### config.mk
export PLATFORM = sky130hd
export DESIGN_NAME = fcsr_unit
export DESIGN_NICKNAME = d
export VERILOG_FILES = /design/src/rtl/fcsr_pkg.sv /design/src/rtl/fcsr_read_view.sv /design/src/rtl/fcsr_write_merge.sv /design/src/rtl/fcsr_exc_merge.sv /design/src/rtl/fcsr_unit.sv
export SDC_FILE = /design/constraint.sdc
export NUM_CORES = 1
export LEC_CHECK = 0
export BUFFER_PORTS_ARGS = -buffer_cell sky130_fd_sc_hd__buf_4
export CORE_AREA = 4 4 65 73
export DETAILED_ROUTE_END_ITERATION = 16
export DIE_AREA = 0 0 69 77
export PLACE_DENSITY = 0.84
export SYNTH_ARGS = -nofsm -noshare
export SYNTH_HDL_FRONTEND = slang
export SYNTH_SLANG_ARGS = --single-unit
export TNS_END_PERCENT = 50
### constraint.sdc
create_clock -name clk -period 1.9 [get_ports clk]
set_clock_uncertainty 0.1 [all_clocks]
set_input_delay 0.285 -clock clk [delete_from_list [all_inputs] [get_ports clk]]
set_output_delay 0.285 -clock clk [all_outputs]
set_load 0.02 [all_outputs]
### src/rtl/fcsr_pkg.sv
package fcsr_pkg;

    localparam int WORD_W  = 32;
    localparam int ADDR_W  = 5;
    localparam int EXC_W   = 5;
    localparam int CAUSE_W = EXC_W + 1;
    localparam int CC_W    = 8;

    localparam logic [ADDR_W-1:0] CR_ID   = 5'd0;
    localparam logic [ADDR_W-1:0] CR_CC   = 5'd25;
    localparam logic [ADDR_W-1:0] CR_XC   = 5'd26;
    localparam logic [ADDR_W-1:0] CR_CTL  = 5'd28;
    localparam logic [ADDR_W-1:0] CR_FULL = 5'd31;

    localparam int CTL_FS_BIT = 2;
    localparam int UNIMPL_BIT = EXC_W;

    typedef enum logic [1:0] {
        RM_NEAREST = 2'd0,
        RM_ZERO    = 2'd1,
        RM_UP      = 2'd2,
        RM_DOWN    = 2'd3
    } rmode_e;

    typedef struct packed {
        logic [CC_W-2:0]    fcc_hi;
        logic               fs;
        logic               fcc0;
        logic [4:0]         rsvd;
        logic [CAUSE_W-1:0] cause;
        logic [EXC_W-1:0]   enables;
        logic [EXC_W-1:0]   flags;
        rmode_e             rm;
    } fcsr_t;

    function automatic logic trap_due(input fcsr_t w);
        return ((w.cause[EXC_W-1:0] & w.enables) != '0) || w.cause[UNIMPL_BIT];
    endfunction

    function automatic logic [CC_W-1:0] cc_of(input fcsr_t w);
        return {w.fcc_hi, w.fcc0};
    endfunction

endpackage

### src/rtl/fcsr_read_view.sv
module fcsr_read_view
    import fcsr_pkg::*;
#(
    parameter logic [WORD_W-1:0] IMPL_REV = 32'h0000_0A31
) (
    input  fcsr_t               csr,
    input  logic [ADDR_W-1:0]   addr,
    output logic [WORD_W-1:0]   rdata
);
    fcsr_t xc_view;
    fcsr_t ctl_view;
    logic [WORD_W-1:0] ctl_bits;

    always_comb begin
        xc_view       = '0;
        xc_view.cause = csr.cause;
        xc_view.flags = csr.flags;

        ctl_view         = '0;
        ctl_view.enables = csr.enables;
        ctl_view.rm      = csr.rm;
        ctl_bits         = WORD_W'(ctl_view);
        ctl_bits[CTL_FS_BIT] = csr.fs;
    end

    always_comb begin
        case (addr)
            CR_ID:   rdata = IMPL_REV;
            CR_CC:   rdata = {{(WORD_W-CC_W){1'b0}}, cc_of(csr)};
            CR_XC:   rdata = WORD_W'(xc_view);
            CR_CTL:  rdata = ctl_bits;
            CR_FULL: rdata = WORD_W'(csr);
            default: rdata = '0;
        endcase
    end
endmodule

### src/rtl/fcsr_write_merge.sv
module fcsr_write_merge
    import fcsr_pkg::*;
(
    input  fcsr_t               csr,
    input  logic [ADDR_W-1:0]   addr,
    input  logic [WORD_W-1:0]   wdata,
    output fcsr_t               merged,
    output logic                trap_view
);
    fcsr_t w;

    always_comb begin
        w         = fcsr_t'(wdata);
        merged    = csr;
        trap_view = 1'b0;
        case (addr)
            CR_CC: begin
                merged.fcc0   = wdata[0];
                merged.fcc_hi = wdata[CC_W-1:1];
            end
            CR_XC: begin
                merged.cause = w.cause;
                merged.flags = w.flags;
                trap_view    = 1'b1;
            end
            CR_CTL: begin
                merged.enables = w.enables;
                merged.rm      = w.rm;
                merged.fs      = wdata[CTL_FS_BIT];
                trap_view      = 1'b1;
            end
            CR_FULL: begin
                merged      = w;
                merged.rsvd = '0;
                trap_view   = 1'b1;
            end
            default: ;
        endcase
    end
endmodule

### src/rtl/fcsr_exc_merge.sv
module fcsr_exc_merge
    import fcsr_pkg::*;
(
    input  fcsr_t               csr,
    input  logic [CAUSE_W-1:0]  exc,
    output fcsr_t               merged
);
    always_comb begin
        merged       = csr;
        merged.cause = exc;
        merged.flags = csr.flags | exc[EXC_W-1:0];
    end
endmodule

### src/rtl/fcsr_unit.sv
module fcsr_unit
    import fcsr_pkg::*;
#(
    parameter logic [31:0] IMPL_REV = 32'h0000_0A31
) (
    input  logic        clk,
    input  logic        rst,
    input  logic [4:0]  cr_addr,
    input  logic        cr_wr_en,
    input  logic [31:0] cr_wdata,
    output logic [31:0] cr_rdata,
    input  logic        op_valid,
    input  logic [5:0]  op_exc,
    output logic        fp_trap,
    output logic [1:0]  round_mode,
    output logic        flush_zero,
    output logic [7:0]  cond_codes
);
    fcsr_t csr_q;
    fcsr_t csr_d;
    fcsr_t wr_word;
    fcsr_t op_word;
    logic  wr_traps;
    logic  trap_d;
    logic  trap_q;
    logic [EXC_W-1:0] flags_now;

    fcsr_read_view #(.IMPL_REV(IMPL_REV)) u_read (
        .csr   (csr_q),
        .addr  (cr_addr),
        .rdata (cr_rdata)
    );

    fcsr_write_merge u_write (
        .csr       (csr_q),
        .addr      (cr_addr),
        .wdata     (cr_wdata),
        .merged    (wr_word),
        .trap_view (wr_traps)
    );

    fcsr_exc_merge u_exc (
        .csr    (csr_q),
        .exc    (op_exc),
        .merged (op_word)
    );

    always_comb begin
        if (cr_wr_en) begin
            csr_d  = wr_word;
            trap_d = wr_traps && trap_due(wr_word);
        end else if (op_valid) begin
            csr_d  = op_word;
            trap_d = trap_due(op_word);
        end else begin
            csr_d  = csr_q;
            trap_d = 1'b0;
        end
    end

    always_ff @(posedge clk) begin
        if (rst) begin
            csr_q  <= '0;
            trap_q <= 1'b0;
        end else begin
            csr_q  <= csr_d;
            trap_q <= trap_d;
        end
    end

    assign fp_trap    = trap_q;
    assign round_mode = csr_q.rm;
    assign flush_zero = csr_q.fs;
    assign cond_codes = cc_of(csr_q);
    assign flags_now  = csr_q.flags;
endmodule

**Word-level counts from Yosys, hierarchy flattened**

Cells that the tools add are included.

- Register bits after elaboration: 33
- Input port bits: 47
- Output and inout port bits: 44
- Logic and storage cells: 48

- Equal/unequal tests: 5
- Muxes and demuxes: 14
- Bitwise logic cells: 3
- Reduce and logical (&&, ||, !) cells: 17

Operators with widths:

| operator | number |
|---|---|
| $pmux W32 S5 | 1 |
| $mux W32 | 1 |
| $eq A5 B5 Y1 const B | 4 |
| $mux W18 | 1 |
| $mux W5 | 3 |
| $pmux W7 S2 | 1 |
| $and A5 B5 Y5 | 2 |
| $reduce_and A2 Y1 | 5 |
| $reduce_bool A5 Y1 | 2 |
| $mux W6 | 1 |
| $reduce_bool A2 Y1 | 3 |
| $logic_not A5 Y1 | 1 |
| $or A5 B5 Y5 | 1 |
| $pmux W1 S2 | 2 |
| $reduce_or A2 Y1 | 2 |
| $mux W1 | 3 |
| $reduce_or A3 Y1 | 1 |
| $logic_or A1 B1 Y1 | 2 |
| $mux W2 | 1 |
| $ne A2 B2 Y1 const B | 1 |
| $logic_and A1 B1 Y1 | 1 |

**Depth between registers and ports, before layout**

- Word-level depth: 8
- Depth in mapped cells: 6
- Mapped depth without buffers: 5

**Hierarchy**

From an unflattened synthesis, not the netlist that was laid out.

- Cell total of the unflattened synthesis: 328
- Area, all modules: 3067.9 µm²

Modules (own cells, without submodules):

| module | instances | cells an instance | area each (µm²) | sequential area each (µm²) |
|---|---|---|---|---|
| fcsr_unit | 1 | 162 | 1836.8 | 660.6 |
| fcsr_write_merge | 1 | 87 | 684.4 | 0.0 |
| fcsr_read_view | 1 | 47 | 312.8 | 0.0 |
| fcsr_exc_merge | 1 | 32 | 234.0 | 0.0 |

**Worst setup path after synthesis**

Ideal clock, no wire load.

- Kind: input to output
- From: in cr_addr[0]
- To: out cr_rdata[7]
- Arrival: 1.322 ns
- Setup slack: 0.193 ns
- Stages: 4
- Path through: or2_1 a21oi_4 buf_2 a22o_1

- Cells in the longest elaborated chain, start to end: 2
- Elaborated cells between the ends (all ways): 6
- Classes of those cells: eq/ne (4); mux (1); reduce/logical (1)

RTL lines:

| element | line | RTL |
|---|---|---|
| start, declared | fcsr_unit.sv:8 | `input logic [4:0] cr_addr,` |
| $eq A5 B5 Y1 or $logic_not A5 Y1 (tied branches) | fcsr_read_view.sv:27 | `case (addr)` |
| $pmux W32 S5 (*) | fcsr_read_view.sv:27 |  |
| end, declared | fcsr_unit.sv:11 | `output logic [31:0] cr_rdata,` |

Mark *: on every way between the ends. The rest lies on a longest branch, timed or not.

**Worst setup path after layout**

- From: in cr_addr[0]
- To: out cr_rdata[0]

Same word-level chain as after synthesis.

==> results.cfg <==
[outcome]
status = finished clean

[synthesis]
synthSimpleGateAreaFrac_pct = 19.79
ys_seq_area_share_pct = 31.89
synth_mux_area_share_pct = 12.53
async_reset_ff_share_pct = 0
synthXorXnorAreaFrac_pct = 0.4982
syn-cell-area_sq_um = 1758
synth_top_family_by_area = compound AO/OA/AOI/OAI gates
synth-seq-cells = 28
synth_top_area_share_pct = 31.89
synth_cells = 204
yosysWarnings = 0
yosys-top-cells-count = 28 x dfxtp_1, 22 x mux2i_1, 20 x a211oi_1, 17 x and2_1
yosysTopAreaCell = dfxtp_1
ys_types = 36
syn_area_per_cell_sq_um = 8.617
ys_top_cells_by_area = dfxtp_1 32%, mux2i_1 13%, a211oi_1 8.5%
synthAdderAreaFrac_pct = 0
synth_most_common_cell = dfxtp_1
synth_compound_area_share_pct = 25.05
synth_ff_type = dfxtp_1
synth_edf_count = 0

[clock_tree]
cts_tree = built
root_buffer = clkbuf_8
cts_buffers = 3
clk_pin_slew_worst_paths_ps = 90
clock_sinks = 28
postCtsSetupBuffers = 0
cts_buffer_depth = 2
postCtsResizedCells = 0
h-tree-depth = 1
insertion_delay_ps = 270
cts_hold_buf = 0

[worst_hold_path]
holdCritPathClass = in -> reg

[setup_path]
crit_path_start_kind = primary input
arrival_ps = 1380
required_ps = 1510
path_max_fanout = 5
cp-end-kind = primary output
path_class = in -> out

[routing]
routed_wl_mm = 4.913
wl_per_cell_microns = 15.16
drc = 0
via_per_inst = 5.333
firstDrtPassIters = 4
vias = 1728
detail-route-antenna-nets = 0
dr.first_iter.drc_count = 139

[placement]
dpl.hpwl_mm = 3.827
place_congestion = 0.8008
port-buffer-count = 80
postPlaceCellArea_sq_um = 2351

[global_route]
grt_first_pass_wirelength_mm = 7.838
grt_max_degree = 29
grt_util_all_layers_pct = 17.80
grt_overflow_total = 0
grt_pass1_vias = 1659
antenna_found_initial = 0

[sta]
setup_violations = 0
max_freq_ghz = 0.5658
hold_viol = 0
rsz0062_at_grt = no
fin_crit_sh_pct = 93.02
drv_slew = 0
tns_ps = 0
fin_crit_ps = 1767

[floorplanning]
chipHeight_microns = 77
start_util_pct = 44.35
core_sq_um = 3964
fp.dieW_microns = 69
die-area_sq_um = 5313
boundaryPins = 91
row_count = 24

[layout]
postLayoutCellArea_sq_um = 2392
multi_input_comb_area_sq_um = 1036
nFillCells = 368
area_delta_synth_final_pct = 36.09
drive_gt1_share_pct = 37.13
regArea_sq_um = 560.5
diodes = 0
nets = 321

[power]
p_leak_nw = 1.015
power_density_nw_per_um2 = 503.4
ir_drop_uv = 238.4

[flow_run]
timing.max_cap.violations = 0
[flip-flops by register name (all words and copies together), names as in the netlist]
signal      cells
flush_zero      1
cond_codes      8
csr_q          11
fp_trap         1
flags_now       5
round_mode      2
[final cells by class]
cell class                 count  share of cell area (%)
clock buffer                   3                   1.726
inverter                       1                  0.1569
multi-input combinational    152                   43.31
sequential                    28                   23.43
tap                           52                   2.720
timing repair buffer          88                   28.66
[critical path, cell delays in order]
cell	delay [ps]
buf_4	120
or2_1	280
nor4_1	220
buf_4	210
a221o_1	120
buf_4	140
[routing by layer]
layer	GRT usage, %	part of all wire (%)	up-vias
li1	-	-	856
met1	22.14	42	792
met2	30.34	50	74
met3	4.444	7.5	6
met4	4.883	0.94	0
met5	0	0	-
[placed cells by master, fill, tap and decap left out]
cell type / count
a211oi_1: 20
a211oi_2: 2
a21o_1: 2
a21oi_1: 14
a21oi_4: 1
a221o_1: 3
a22o_1: 4
a22oi_1: 3
a311oi_1: 2
and2_1: 17
buf_12: 2
buf_4: 86
clkbuf_8: 3
conb_1: 5
dfxtp_1: 28
inv_1: 1
mux2i_1: 22
nand2_1: 11
nand3_1: 6
nand3_2: 1
nand4b_1: 1
nor2_1: 16
nor2_2: 3
nor2_4: 2
nor2b_1: 6
nor4_1: 1
o211ai_1: 1
o21a_4: 1
o21ai_0: 3
o22ai_1: 2
o31a_1: 1
or2_1: 1
xor2_1: 1
[metrics by stage]
stage	util [%]	hold WS, ps	total power [mW]	instances	setup slack (ps)
global placement	59.31	365.7	0.8866	321	86.45
CTS	60.35	150.1	1.215	324	129.8
finish	60.35	152.9	1.204	324	132.6
detailed placement	59.31	376.7	0.8922	321	40.15
global route	60.35	167.6	1.263	324	56.68
floorplan	-	328.9	0.7797	208	192.6
[final timing paths]
path / to / from / cells after the start / slack, ps
worst max-delay path: cr_rdata[0] / cr_addr[0] / 6 / 130
worst min-delay path: csr_q[11]$_SDFFE_PP0P_ / cr_wdata[11] / 3 / 150
worst max register to register: fp_trap$_SDFF_PP0_ / csr_q[9]$_SDFFE_PP0P_ / 5 / 630
worst min register to register: round_mode[0]$_SDFFE_PP0P_ / round_mode[0]$_SDFFE_PP0P_ / 2 / 400
[where the power goes]
part           internal, mW  switching [mW]
clock                 0.143           0.182
sequential            0.610          0.0175
combinational         0.123           0.129
total                 0.875           0.329
[cell families (layout without fill, tap and decap cells)]
| kind of cell | after synthesis | in the layout |
|---|---|---|
| xor gates and xnor gates | 1 | 1 |
| other | 1 | 5 |
| DFF | 28 | 28 |
| muxes | 22 | 22 |
| buffers and inverters | 28 | 92 |
| and+or+nand+nor | 65 | 65 |
| AOI/OAI and AO/OA | 59 | 59 |
Power figures use the tool's default switching activity.
